## src/rtl/mbr_pkg.sv

```systemverilog
package mbr_pkg;

    typedef enum logic [1:0] {
        ST_XFER   = 2'd0,
        ST_FETCH  = 2'd1,
        ST_STREAM = 2'd2,
        ST_HALT   = 2'd3
    } seq_state_t;

    typedef struct packed {
        logic out_of_range;
        logic addr_err;
        logic internal;
    } err_bits_t;

endpackage

```

## src/rtl/mbr_span_check.sv

```systemverilog
module mbr_span_check #(
    parameter int ADDR_W      = 10,
    parameter int NATIVE_LOG2 = 4,
    parameter int LEN_W       = NATIVE_LOG2 + 1,
    parameter int CAPACITY    = 256
) (
    input  logic [ADDR_W-1:0] addr,
    input  logic [LEN_W-1:0]  len,
    input  logic              partial,
    input  logic              misalign_ok,
    output logic              out_of_range,
    output logic              misaligned
);
    localparam int NATIVE = 1 << NATIVE_LOG2;

    logic [ADDR_W:0] span_end;
    assign span_end = {1'b0, addr} + (ADDR_W+1)'(len);

    generate
        if (CAPACITY >= (1 << ADDR_W)) begin : g_full_space
            assign out_of_range = span_end > (ADDR_W+1)'(1 << ADDR_W);
        end else begin : g_limited
            assign out_of_range = span_end > (ADDR_W+1)'(CAPACITY);
        end
    endgenerate

    logic [LEN_W:0] in_block_end;
    assign in_block_end = (LEN_W+1)'(addr[NATIVE_LOG2-1:0]) + (LEN_W+1)'(len);
    assign misaligned   = partial && !misalign_ok && (in_block_end > (LEN_W+1)'(NATIVE));

endmodule

```

## src/rtl/mbr_beat_counter.sv

```systemverilog
module mbr_beat_counter #(
    parameter int LEN_W = 5
) (
    input  logic             clk,
    input  logic             rst_n,
    input  logic             clear,
    input  logic             step,
    input  logic [LEN_W-1:0] len,
    output logic             last
);
    logic [LEN_W-1:0] cnt_q;

    always_ff @(posedge clk or negedge rst_n) begin
        if (!rst_n) begin
            cnt_q <= '0;
        end else if (clear) begin
            cnt_q <= '0;
        end else if (step) begin
            cnt_q <= cnt_q + LEN_W'(1);
        end
    end

    assign last = (cnt_q == len - LEN_W'(1));

endmodule

```

## src/rtl/mbr_err_sticky.sv

```systemverilog
module mbr_err_sticky
    import mbr_pkg::*;
(
    input  logic      clk,
    input  logic      rst_n,
    input  err_bits_t set,
    input  logic      clear,
    output err_bits_t q
);
    always_ff @(posedge clk or negedge rst_n) begin
        if (!rst_n) begin
            q <= '0;
        end else if (clear) begin
            q <= '0;
        end else begin
            q <= q | set;
        end
    end
endmodule

```

## src/rtl/mbr_read_seq.sv

```systemverilog
module mbr_read_seq
    import mbr_pkg::*;
#(
    parameter int ADDR_W      = 10,
    parameter int DATA_W      = 8,
    parameter int NATIVE_LOG2 = 4,
    parameter int LEN_W       = NATIVE_LOG2 + 1,
    parameter int CNT_W       = 8,
    parameter int CAPACITY    = 256
) (
    input  logic              clk,
    input  logic              rst_n,
    input  logic              start_valid,
    input  logic [ADDR_W-1:0] start_addr,
    input  logic [LEN_W-1:0]  start_len,
    input  logic              start_partial,
    input  logic              start_misalign_ok,
    input  logic              start_preset,
    input  logic [CNT_W-1:0]  start_count,
    input  logic              stop_valid,
    output logic              mem_req,
    output logic [ADDR_W-1:0] mem_addr,
    output logic [LEN_W-1:0]  mem_len,
    input  logic              rd_valid,
    input  logic [DATA_W-1:0] rd_data,
    input  logic              rd_fault,
    output logic              dout_valid,
    output logic [DATA_W-1:0] dout_data,
    output logic              card_data,
    output logic              stop_resp_valid,
    output logic              stop_resp_illegal,
    output logic [2:0]        stop_resp_status
);
    localparam int NATIVE = 1 << NATIVE_LOG2;

    seq_state_t        state_q, state_d;
    logic [ADDR_W-1:0] addr_q;
    logic [LEN_W-1:0]  len_q;
    logic [CNT_W-1:0]  rem_q;
    logic              preset_q, partial_q, mok_q;

    logic      span_oor, span_mis, fetch_ok;
    logic      beat_last, beat_step, blk_done;
    logic      len_ok, count_ok, start_ok;
    err_bits_t err_set, err_q;

    // Start acceptance
    assign len_ok   = !start_partial ||
                      ((start_len != '0) && (start_len <= LEN_W'(NATIVE)));
    assign count_ok = !start_preset || (start_count != '0);
    assign start_ok = start_valid && len_ok && count_ok;

    mbr_span_check #(
        .ADDR_W     (ADDR_W),
        .NATIVE_LOG2(NATIVE_LOG2),
        .LEN_W      (LEN_W),
        .CAPACITY   (CAPACITY)
    ) u_span (
        .addr        (addr_q),
        .len         (len_q),
        .partial     (partial_q),
        .misalign_ok (mok_q),
        .out_of_range(span_oor),
        .misaligned  (span_mis)
    );

    assign fetch_ok = (state_q == ST_FETCH) && !span_oor && !span_mis;

    mbr_beat_counter #(.LEN_W(LEN_W)) u_beats (
        .clk  (clk),
        .rst_n(rst_n),
        .clear(fetch_ok),
        .step (beat_step),
        .len  (len_q),
        .last (beat_last)
    );

    mbr_err_sticky u_err (
        .clk  (clk),
        .rst_n(rst_n),
        .set  (err_set),
        .clear(stop_valid),
        .q    (err_q)
    );

    // Next state and control
    always_comb begin
        state_d   = state_q;
        err_set   = '0;
        beat_step = 1'b0;
        blk_done  = 1'b0;
        if (stop_valid) begin
            state_d = ST_XFER;
        end else begin
            unique case (state_q)
                ST_XFER: begin
                    if (start_ok) state_d = ST_FETCH;
                end
                ST_FETCH: begin
                    if (span_oor || span_mis) begin
                        err_set.out_of_range = span_oor;
                        err_set.addr_err     = span_mis;
                        state_d              = ST_HALT;
                    end else begin
                        state_d = ST_STREAM;
                    end
                end
                ST_STREAM: begin
                    if (rd_fault) begin
                        err_set.internal = 1'b1;
                        state_d          = ST_HALT;
                    end else if (rd_valid) begin
                        beat_step = 1'b1;
                        if (beat_last) begin
                            blk_done = 1'b1;
                            state_d  = (preset_q && (rem_q == CNT_W'(1))) ? ST_XFER : ST_FETCH;
                        end
                    end
                end
                ST_HALT: begin
                    state_d = ST_HALT;
                end
                default: state_d = ST_XFER;
            endcase
        end
    end

    // State register
    always_ff @(posedge clk or negedge rst_n) begin
        if (!rst_n) state_q <= ST_XFER;
        else        state_q <= state_d;
    end

    // Transfer context
    always_ff @(posedge clk or negedge rst_n) begin
        if (!rst_n) begin
            addr_q    <= '0;
            len_q     <= LEN_W'(NATIVE);
            rem_q     <= '0;
            preset_q  <= 1'b0;
            partial_q <= 1'b0;
            mok_q     <= 1'b0;
        end else if (state_q == ST_XFER && !stop_valid && start_ok) begin
            addr_q    <= start_addr;
            len_q     <= start_partial ? start_len : LEN_W'(NATIVE);
            rem_q     <= start_count;
            preset_q  <= start_preset;
            partial_q <= start_partial;
            mok_q     <= start_misalign_ok;
        end else if (blk_done) begin
            addr_q <= addr_q + ADDR_W'(len_q);
            if (preset_q) rem_q <= rem_q - CNT_W'(1);
        end
    end

    // Outputs
    always_ff @(posedge clk or negedge rst_n) begin
        if (!rst_n) begin
            dout_valid        <= 1'b0;
            dout_data         <= '0;
            stop_resp_valid   <= 1'b0;
            stop_resp_illegal <= 1'b0;
            stop_resp_status  <= '0;
        end else begin
            dout_valid      <= beat_step;
            if (beat_step) dout_data <= rd_data;
            stop_resp_valid <= stop_valid;
            if (stop_valid) begin
                stop_resp_illegal <= (state_q == ST_XFER);
                stop_resp_status  <= err_q;
            end
        end
    end

    assign mem_req   = fetch_ok;
    assign mem_addr  = addr_q;
    assign mem_len   = len_q;
    assign card_data = (state_q != ST_XFER);

endmodule

```

## config.mk

```make
export PLATFORM = sky130hd
export DESIGN_NAME = mbr_read_seq
export DESIGN_NICKNAME = d
export VERILOG_FILES = /design/src/rtl/mbr_pkg.sv /design/src/rtl/mbr_span_check.sv /design/src/rtl/mbr_beat_counter.sv /design/src/rtl/mbr_err_sticky.sv /design/src/rtl/mbr_read_seq.sv
export SDC_FILE = /design/constraint.sdc
export NUM_CORES = 1
export LEC_CHECK = 0
export ABC_AREA = 1
export BUFFER_PORTS_ARGS = -buffer_cell sky130_fd_sc_hd__buf_2
export CAP_MARGIN = 10
export CORE_MARGIN = 4
export CORE_UTILIZATION = 55
export DETAILED_ROUTE_END_ITERATION = 10
export GPL_ROUTABILITY_DRIVEN = 0
export PLACE_DENSITY = 0.93
export SYNTH_ARGS = -nofsm -noshare
export SYNTH_HDL_FRONTEND = slang
export SYNTH_SLANG_ARGS = --single-unit
```

## constraint.sdc

```tcl
create_clock -name clk -period 3.95 [get_ports clk]
set_input_delay 0.79 -clock clk [delete_from_list [all_inputs] [get_ports clk]]
set_output_delay 0.79 -clock clk [all_outputs]
set_load 0.01 [all_outputs]
```

==> impl_metrics.yaml, run 1 <==
yosys:
  synth_seq_area_share: 0.408
  yosys_warnings: 0
  synth_compound_area_frac: 0.0684
  synth_cell_types: 36
  yosys.area.top_type_share: 0.399
  synthAdderAreaFrac: 0.0407
  synth_top_cells_by_area: "dfrtp_1 40%, nand2_1 18%, inv_1 6.2%, nor2_1 5.1%, nand3_1 4.2%"
  syn-num-nets: 479
  ys_ff_latch: 50
  syn_area_per_cell_um2: 7.16
  synth_top_family_by_area: "simple AND/OR/NAND/NOR gates"
  synth_xor_area_frac: 0.0456
  muxShareOfSynthArea: 0
  synthCells: 429
  yosys.area.top_type: "dfrtp_1"
  synth-simple-area-share: 0.349
  syn_area_mm2: 0.00307
floorplan:
  ios: 71
  die_area_mm2: 0.00684
  start_util: 0.583
  die_h_um: 82.7
  coreArea_mm2: 0.00527
  die_x_um: 82.7
  rows: 26
cells_and_area:
  nFillCells: 448
  multi_input_area_mm2: 0.00155
  area_growth_pct: 17.3
  seq_area_mm2: 0.00125
  layout_commonest_cell: "nand2_1"
  drive_above_1_share: 0.196
  n_antenna_cell: 0
  nets: 550
  layout_common_cells: "150 x nand2_1, 70 x buf_2, 51 x inv_1, 49 x dfrtp_1, 42 x nor2_1"
clock_network:
  cts.clk_slew.worst_paths_ns: 0.10
  cts_setup_buffers: 0
  ctsResizeCount: 0
  h-tree-depth: 2
  cts_buffers: 5
  cts_root_buffer: "clkbuf_8"
  cts_sinks: 50
  cts_tree: "yes"
  cts.path.max_buffers: 2
  worst_skew_pair.late_latency_ns: 0.31
  ctsHoldBuffers: 0
power:
  vdd_drop_max_v: 0.000309
  seqPwrFrac: 0.339
  leakage_nw: 2.06
  intPower_w: 0.00137
  powerDensity_mw_per_mm2: 692
  swShare: 0.452
  comb_power_share: 0.511
  p_switching_w: 0.00113
  pwr-share-clk: 0.150
timing:
  tightest_slew_ns: 0.438
  tns_ns: 0
  period_needed_ns: 3.42
  min_period_over_period: 0.866
  rsz0062_at_grt: "no"
  finalSetupViolCount: 0
  hold_ws_ns: 0.405
  relSlewSlack: 0.708
  fmax_mhz: 292
  finalMaxSlewViolations: 0
  finClkSkew_ns: 0.00998
  hold_viol_final: 0
grt:
  grt_pass1_wl_um: 13200
  grtUsageTotal: 0.249
  grt_max_degree: 51
  first_global_vias: 2981
  antenna_found_initial: 0
  gr-total-overflow: 0
worst_setup_path:
  path_class: "reg -> out"
  crit_required_ns: 3.16
  endpoint_kind: "primary output"
  r2r_slack_ns: 1.60
  start_kind: "flip-flop"
  cp.arrival_ns: 2.63
  crit_path_max_fanout: 7
placed_design:
  dpl.hpwl_um: 5720
  portBuffers: 70
min_path:
  hold_class: "in -> async"
detailed_routing:
  post_drt_wl_per_cell_um: 13.7
  wl_um: 7830
  ant_nets: 0
  drt_first_pass_iters: 5
  drc: 0
  num_vias: 3076
  drt_iter0_markers: 258
  vias_per_cell: 5.39
outcome:
  status: "completed"
job:
  max-cap-violations: 0
## critical path, cell delays in order (launching register included)
cell and delay, ns:
dfstp_2 0.59, ha_1 0.30, a21oi_1 0.30, inv_1 0.08, nand2_1 0.08, nand2_1 0.05
nand2_1 0.05, nand2_1 0.06, nor2_1 0.14, nand2_1 0.08, nand2_1 0.06, nand4_1 0.25
inv_1 0.14, buf_2 0.14
## synthesized netlist by cell type (all sizes together)
| master | count |
|---|---|
| nor3 | 10 |
| buf | 5 |
| nand4 | 11 |
| xnor2 | 5 |
| a21oi | 4 |
| ha | 10 |
| clkbuf | 2 |
| inv | 59 |
| nand2 | 153 |
| nand3 | 28 |
| o21a | 7 |
| o21ai | 21 |
| a22oi | 1 |
| nor2 | 45 |
| a41oi | 1 |
| and2 | 1 |
| clkinv | 1 |
| dfrtp | 49 |
| nand3b | 2 |
| dfstp | 1 |
| a22o | 1 |
| xor2 | 11 |
| or2 | 1 |
## worst paths after layout
path | start | cells after the start | to
max reg2reg | mem_len[4] | 13 | u_beats.cnt_q[0]
max in group asynchronous | rst_n | 2 | u_beats.cnt_q[3]
max | mem_len[4] | 13 | mem_req
min in group clk | dout_data[3] | 2 | dout_data[3]
min reg2reg | dout_data[3] | 2 | dout_data[3]
min | rst_n | 1 | mem_addr[4]
## power groups by stage
stage          registers, W  logic, W  clock network, W
6_report           0.000845   0.00127          0.000373
5_1_grt            0.000871   0.00145          0.000403
4_1_cts            0.000840   0.00126          0.000378
3_5_place_dp       0.000848   0.00124                 0
3_3_place_gp       0.000840   0.00118                 0
2_1_floorplan      0.000880  0.000857                 0
## layout make-up
| type | count | area share |
|---|---|---|
| tap | 70 | 0.0243 |
| clock buffer | 5 | 0.0191 |
| timing repair buffer | 71 | 0.103 |
| clock inverter | 3 | 0.0132 |
| multi-input combinational | 312 | 0.430 |
| sequential | 50 | 0.348 |
| inverter | 60 | 0.0632 |
## metrics by stage
stage | utilization | cells | cell area, µm² | setup slack (ns) | total power (W)
5_1_grt | 0.684 | 571 | 3600 | 0.331 | 0.00273
4_1_cts | 0.680 | 570 | 3580 | 0.572 | 0.00248
2_1_floorplan | - | 429 | 3070 | 1.24 | 0.00174
6_report | 0.684 | 571 | 3600 | 0.529 | 0.00249
3_5_place_dp | 0.658 | 562 | 3470 | 0.939 | 0.00209
3_3_place_gp | 0.658 | 562 | 3470 | 1.01 | 0.00202
## routing by layer
metal / share of wire / track usage
met5: 0 / 0
met4: 0.031 / 0.0997
met3: 0.096 / 0.0466
met2: 0.48 / 0.420
met1: 0.40 / 0.313
## cells by family (layout without fill, tap and decap cells)
kind of cell | count (synthesis) | in the layout
buffers and inverters | 67 | 139
XOR/XNOR | 16 | 16
AO/OA/AOI/OAI | 35 | 35
flip-flops | 50 | 50
AND/OR/NAND/NOR | 251 | 251
adder cells (fa/ha/maj) | 10 | 10
## state kept, by name, indices dropped and copies added (netlist names)
register           count
dout_valid             1
stop_resp_status       3
dout_data              8
preset_q               1
stop_resp_illegal      1
mok_q                  1
rem_q                  8
mem_addr              10
u_beats.cnt_q          5
stop_resp_valid        1
state_q                2
u_err.q                3
mem_len                5
partial_q              1
Note: power is estimated with default switching activity, not from simulation.
==> run 2: changes to the inputs <==
--- a/config.mk
+++ b/config.mk
@@ -12,6 +12,7 @@
 export CORE_UTILIZATION = 55
 export DETAILED_ROUTE_END_ITERATION = 10
 export GPL_ROUTABILITY_DRIVEN = 0
+export MAX_ROUTING_LAYER = met4
 export PLACE_DENSITY = 0.93
 export SYNTH_ARGS = -nofsm -noshare
 export SYNTH_HDL_FRONTEND = slang
==> run 2 against run 1 <==
  * Routed wire length is essentially flat
  * Fmax is 0.44% higher
  * Power hardly changed
  * Sequential cell count is the same
  * Worst setup slack improved by 0.015 ns
  * Register-to-register slack better by 0.02 ns
  * First-iteration DRC count fell by 26%
  * Clock power barely moved
  * Combinational power barely moved
  * Final area did not move
  * Worst hold slack got worse by 0.0015 ns
  * Non-clock buffer count did not move
  * Critical endpoint unchanged
  * Largest cell class unchanged
  * Largest power group unchanged
==> impl_metrics.yaml, run 2 (same netlist as run 1, synthesis figures left out) <==
grt:
  grt_max_degree: 51
  first_global_vias: 2980
  antenna_found_initial: 0
  gr-total-overflow: 0
  grt_pass1_wl_um: 13200
  grtUsageTotal: 0.257
clock_network:
  cts_sinks: 50
  ctsHoldBuffers: 0
  cts_root_buffer: "clkbuf_8"
  h-tree-depth: 2
  cts.clk_slew.worst_paths_ns: 0.10
  cts_tree: "yes"
  worst_skew_pair.late_latency_ns: 0.31
  cts_setup_buffers: 0
  ctsResizeCount: 0
  cts.path.max_buffers: 2
  cts_buffers: 5
timing:
  tns_ns: 0
  fmax_mhz: 294
  relSlewSlack: 0.711
  finalMaxSlewViolations: 0
  fin_ws_ns: 0.543
  finalSetupViolCount: 0
  min_period_over_period: 0.862
  hold_viol_final: 0
  rsz0062_at_grt: "no"
  tightest_slew_ns: 0.434
  period_needed_ns: 3.41
  finClkSkew_ns: 0.00922
placed_design:
  portBuffers: 70
  dpl.hpwl_um: 5720
  post-place-ws_ns: 0.939
worst_setup_path:
  startpoint: "mem_len[4]"
  crit_path_frequent_cell: "nand2_1"
  crit_chain: "ha_1, a21oi_1, inv_1, nand2_1, nand2_1, nand2_1, nand2_1, nor2_1, nand2_1, nand2_1, nand4_1, inv_1, buf_2"
  crit_path_max_fanout: 7
  r2r_end: "u_beats.cnt_q[0]"
  endpoint_kind: "primary output"
  max_stage_delay_ns: 0.59
  reg2reg_depth: 13
  start_kind: "flip-flop"
  regToRegStartpoint: "mem_len[4]"
  r2r_slack_ns: 1.62
  cp.arrival_ns: 2.62
  crit_required_ns: 3.16
  crit_path_top_delay_cell: "dfstp_2"
  path_class: "reg -> out"
floorplan:
  ios: 71
  rows: 26
  start_util: 0.583
  die_x_um: 82.7
  die_h_um: 82.7
  coreArea_mm2: 0.00527
  die_area_mm2: 0.00684
detailed_routing:
  num_vias: 3092
  post_drt_wl_per_cell_um: 13.7
  vias_per_cell: 5.42
  ant_nets: 0
  wl_um: 7830
  drt_iter0_markers: 191
  drc: 0
  drt_first_pass_iters: 5
outcome:
  status: "completed"
cells_and_area:
  nets: 550
  drive_above_1_share: 0.196
  n_antenna_cell: 0
  nFillCells: 448
  area_growth_pct: 17.3
  seq_area_mm2: 0.00125
  layout_commonest_cell: "nand2_1"
  layout_common_cells: "150 x nand2_1, 70 x buf_2, 51 x inv_1, 49 x dfrtp_1, 42 x nor2_1"
  multi_input_area_mm2: 0.00155
  largest_reg_flops: 10
power:
  leakage_nw: 2.06
  vdd_drop_max_v: 0.000310
  powerDensity_mw_per_mm2: 692
job:
  max-cap-violations: 0
min_path:
  hold_class: "in -> async"
==> run 2: cell counts in the layout (fill, tap and decap cells not counted) <==
No cell type changed its count.
==> run 2: how the worst max path moves through the flow <==
stage	endpoint	slack, ns	cells after the start
2_1_floorplan	mem_req	1.24	12
4_1_cts	mem_req	0.57	13
3_5_place_dp	mem_req	0.94	13
3_3_place_gp	mem_req	1.01	13
5_1_grt	mem_req	0.33	14
6_report	mem_req	0.54	13
==> run 2: power breakdown <==
| group | internal, W | switching [W] | leakage [nW] |
|---|---|---|---|
| Combinational | 0.000484 | 0.000791 | 1.37 |
| Sequential | 0.000690 | 0.000155 | 0.634 |
| Clock | 0.000192 | 0.000180 | 0.0587 |
| Total | 0.00137 | 0.00113 | 2.06 |
==> run 2: cell type report <==
class / count / area share
clock inverter: 3 / 0.0132
inverter: 60 / 0.0632
multi-input combinational: 312 / 0.430
timing repair buffer: 71 / 0.103
clock buffer: 5 / 0.0191
sequential: 50 / 0.348
tap: 70 / 0.0243
==> run 2: per-layer routing <==
layer,share of wire,global-route usage
met5,0,-
met4,0.035,0.0964
met1,0.41,0.314
met3,0.085,0.0456
met2,0.47,0.424
==> run 2: critical path: cells and delay by family (launching register included) <==
family	cells	cell delay (ns)
AO/OA/AOI/OAI	1	0.30
adder cells (fa/ha/maj)	1	0.30
buffers and inverters	3	0.36
flip-flops	1	0.59
AND/OR/NAND/NOR	8	0.76
==> run 2: metrics by stage <==
step / instances / hold WS (ns) / util / total power (W) / instance area, µm²
floorplan: 429 / 0.448 / - / 0.00174 / 3070
global placement: 562 / 0.450 / 0.658 / 0.00202 / 3470
detailed placement: 562 / 0.453 / 0.658 / 0.00209 / 3470
CTS: 570 / 0.478 / 0.680 / 0.00248 / 3580
global route: 571 / 0.423 / 0.684 / 0.00273 / 3600
finish: 571 / 0.403 / 0.684 / 0.00249 / 3600
==> run 3: changes to the inputs <==
--- a/config.mk
+++ b/config.mk
@@ -5,15 +5,15 @@
 export SDC_FILE = /design/constraint.sdc
 export NUM_CORES = 1
 export LEC_CHECK = 0
-export ABC_AREA = 1
 export BUFFER_PORTS_ARGS = -buffer_cell sky130_fd_sc_hd__buf_2
 export CAP_MARGIN = 10
 export CORE_MARGIN = 4
 export CORE_UTILIZATION = 55
 export DETAILED_ROUTE_END_ITERATION = 10
 export GPL_ROUTABILITY_DRIVEN = 0
+export GPL_TIMING_DRIVEN = 0
 export MAX_ROUTING_LAYER = met4
-export PLACE_DENSITY = 0.93
+export PLACE_DENSITY = 0.94
 export SYNTH_ARGS = -nofsm -noshare
 export SYNTH_HDL_FRONTEND = slang
 export SYNTH_SLANG_ARGS = --single-unit
==> run 3 against run 2 <==
  * Final cell count is 22% lower
  * Worst hold slack better by 0.041 ns
  * Register-to-register slack worse by 0.22 ns
  * Clock power is 2% lower
  * Largest power group unchanged
  * Highest routed layer unchanged
==> impl_metrics.yaml, run 3 <==
timing:
  min_period_over_period: 0.936
  finClkSkew_ns: 0.0125
  tightest_slew_ns: 1.07
  fmax_mhz: 271
  hold_viol_final: 0
  finalSetupViolCount: 0
  relSlewSlack: 0.279
  period_needed_ns: 3.70
  rsz0062_at_grt: "no"
  finalMaxSlewViolations: 0
  tns_ns: 0
  hold_ws_ns: 0.444
cells_and_area:
  area_growth_pct: 19.4
  nFillCells: 394
  n_antenna_cell: 0
  layout_commonest_cell: "buf_2"
  drive_above_1_share: 0.314
  multi_input_area_mm2: 0.00159
  layout_common_cells: "71 x buf_2, 49 x dfrtp_1, 31 x nand2_1, 16 x inv_1, 15 x a21oi_1"
  largest_reg_flops: 10
  final_util: 0.686
  nets: 425
  seq_area_mm2: 0.00125
power:
  intPower_w: 0.00118
  vdd_drop_max_v: 0.000347
  swShare: 0.393
  leakage_nw: 1.62
  powerDensity_mw_per_mm2: 553
  p_switching_w: 0.000765
  pwr-share-clk: 0.188
  seqPwrFrac: 0.392
  comb_power_share: 0.420
yosys:
  syn_area_mm2: 0.00295
  synthCells: 297
  yosys.area.top_type: "dfrtp_1"
  synth_top_cells_by_area: "dfrtp_1 42%, mux2_2 5.3%, ha_1 4.2%, nand2_1 3.9%, xnor2_1 3.6%"
  async_flop_share: 1.00
  synth_seq_area_share: 0.424
  synth.most_common_cell: "dfrtp_1"
  synth_cell_types: 63
  synth_ff_type: "dfrtp_1"
  synth_commonest_cells: "49 x dfrtp_1, 31 x nand2_1, 16 x inv_1"
  syn_area_per_cell_um2: 9.94
  ys_ff_latch: 50
  synth_edf_count: 0
  yosys.area.top_type_share: 0.415
  syn-num-nets: 347
  yosys_warnings: 0
worst_setup_path:
  path_class: "reg -> out"
  start_kind: "flip-flop"
  endpoint_kind: "primary output"
  crit_required_ns: 3.16
  crit_path_max_fanout: 7
  cp.arrival_ns: 2.91
  r2r_slack_ns: 1.40
grt:
  grt_pass1_wl_um: 11700
  grt_max_degree: 51
  gr-total-overflow: 0
  grtUsageTotal: 0.235
  antenna_found_initial: 0
  first_global_vias: 2574
clock_network:
  ctsHoldBuffers: 0
  cts_tree: "yes"
  cts.path.max_buffers: 2
  cts_root_buffer: "clkbuf_8"
  cts_sinks: 50
  cts.clk_slew.worst_paths_ns: 0.09
  h-tree-depth: 2
  cts_buffers: 5
  worst_skew_pair.late_latency_ns: 0.31
detailed_routing:
  drt_iter0_markers: 224
  wl_um: 7370
  post_drt_wl_per_cell_um: 16.5
  drt_first_pass_iters: 4
  drc: 0
  num_vias: 2690
  vias_per_cell: 6.03
  ant_nets: 0
floorplan:
  coreArea_mm2: 0.00514
  rows: 26
  start_util: 0.574
  die_area_mm2: 0.00660
  die_x_um: 81.3
  die_h_um: 81.3
  ios: 71
job:
  max-cap-violations: 0
min_path:
  hold_class: "in -> async"
placed_design:
  dpl.hpwl_um: 5480
  portBuffers: 70
outcome:
  status: "completed"
[run 3: cell count changes in the layout (fill, tap and decap cells not counted), moves of 10 or more]
cell,before,now
mux2_2,0,14
nand2_1,150,31
clkbuf_1,0,10
inv_1,51,16
nand3_1,26,9
nor2_1,42,13
a21oi_1,3,15
[run 3: cell families after synthesis]
group | share of synthesized area
and+or+nand+nor | 0.175
AOI/OAI and AO/OA | 0.190
DFF | 0.424
buffers and inverters | 0.0398
xor gates and xnor gates | 0.0564
muxes | 0.0674
adders and majority gates | 0.0462
[run 3: worst max-delay path: stages, from the launching register on]
cell,delay (ns)
dfrtp_1,0.42
ha_1,0.38
a211o_1,0.34
a21o_1,0.22
a221o_1,0.33
maj3_2,0.35
a21boi_4,0.28
and2_1,0.16
buf_2,0.13
[run 3: what timing repair did]
action                                  CTS  global route
endpoints found under the setup margin    0             1
resized for setup                         0             1
setup buffers                             0             0
[run 3: stage by stage]
stage	std cells	worst slack, ns	total power [W]	area, µm²
after floorplan	297	0.828	0.00131	2950
after CTS	445	0.126	0.00193	3500
final	446	0.254	0.00195	3520
after detailed placement	437	0.528	0.00156	3390
after global placement	437	0.586	0.00152	3390
after global routing	446	0.142	0.00206	3520
[run 3: final cells by class]
cell class,count,area share
clock buffers,6,0.0206
plain buffers,12,0.0153
flip-flops and latches,50,0.355
clock inverters,2,0.0110
inverters,17,0.0181
well taps,70,0.0248
repair buffers,71,0.105
multi-input cells,218,0.450
[run 3: path summary, 6_finish.rpt]
check | depth (start not counted) | end | from
max in group asynchronous | 2 | mem_len[4] | rst_n
worst max register to register | 7 | u_beats.cnt_q[1] | mem_len[1]
worst min register to register | 2 | partial_q | partial_q
worst min-delay path | 1 | dout_data[0] | rst_n
min in group clk | 2 | partial_q | partial_q
worst max-delay path | 8 | mem_req | mem_len[1]
[run 3: metal layers]
metal | global-route usage | wire length, µm
met2 | 0.384 | 3620
met5 | - | 0
met3 | 0.0388 | 517
met4 | 0.0912 | 171
met1 | 0.293 | 3060
[run 3: power groups by stage]
stage	Sequential, W	Clock (W)	Combinational, W
floorplan	0.000779	0	0.000535
global placement	0.000759	0	0.000761
detailed placement	0.000768	0	0.000795
CTS	0.000759	0.000365	0.000807
global route	0.000778	0.000385	0.000897
finish	0.000764	0.000366	0.000819
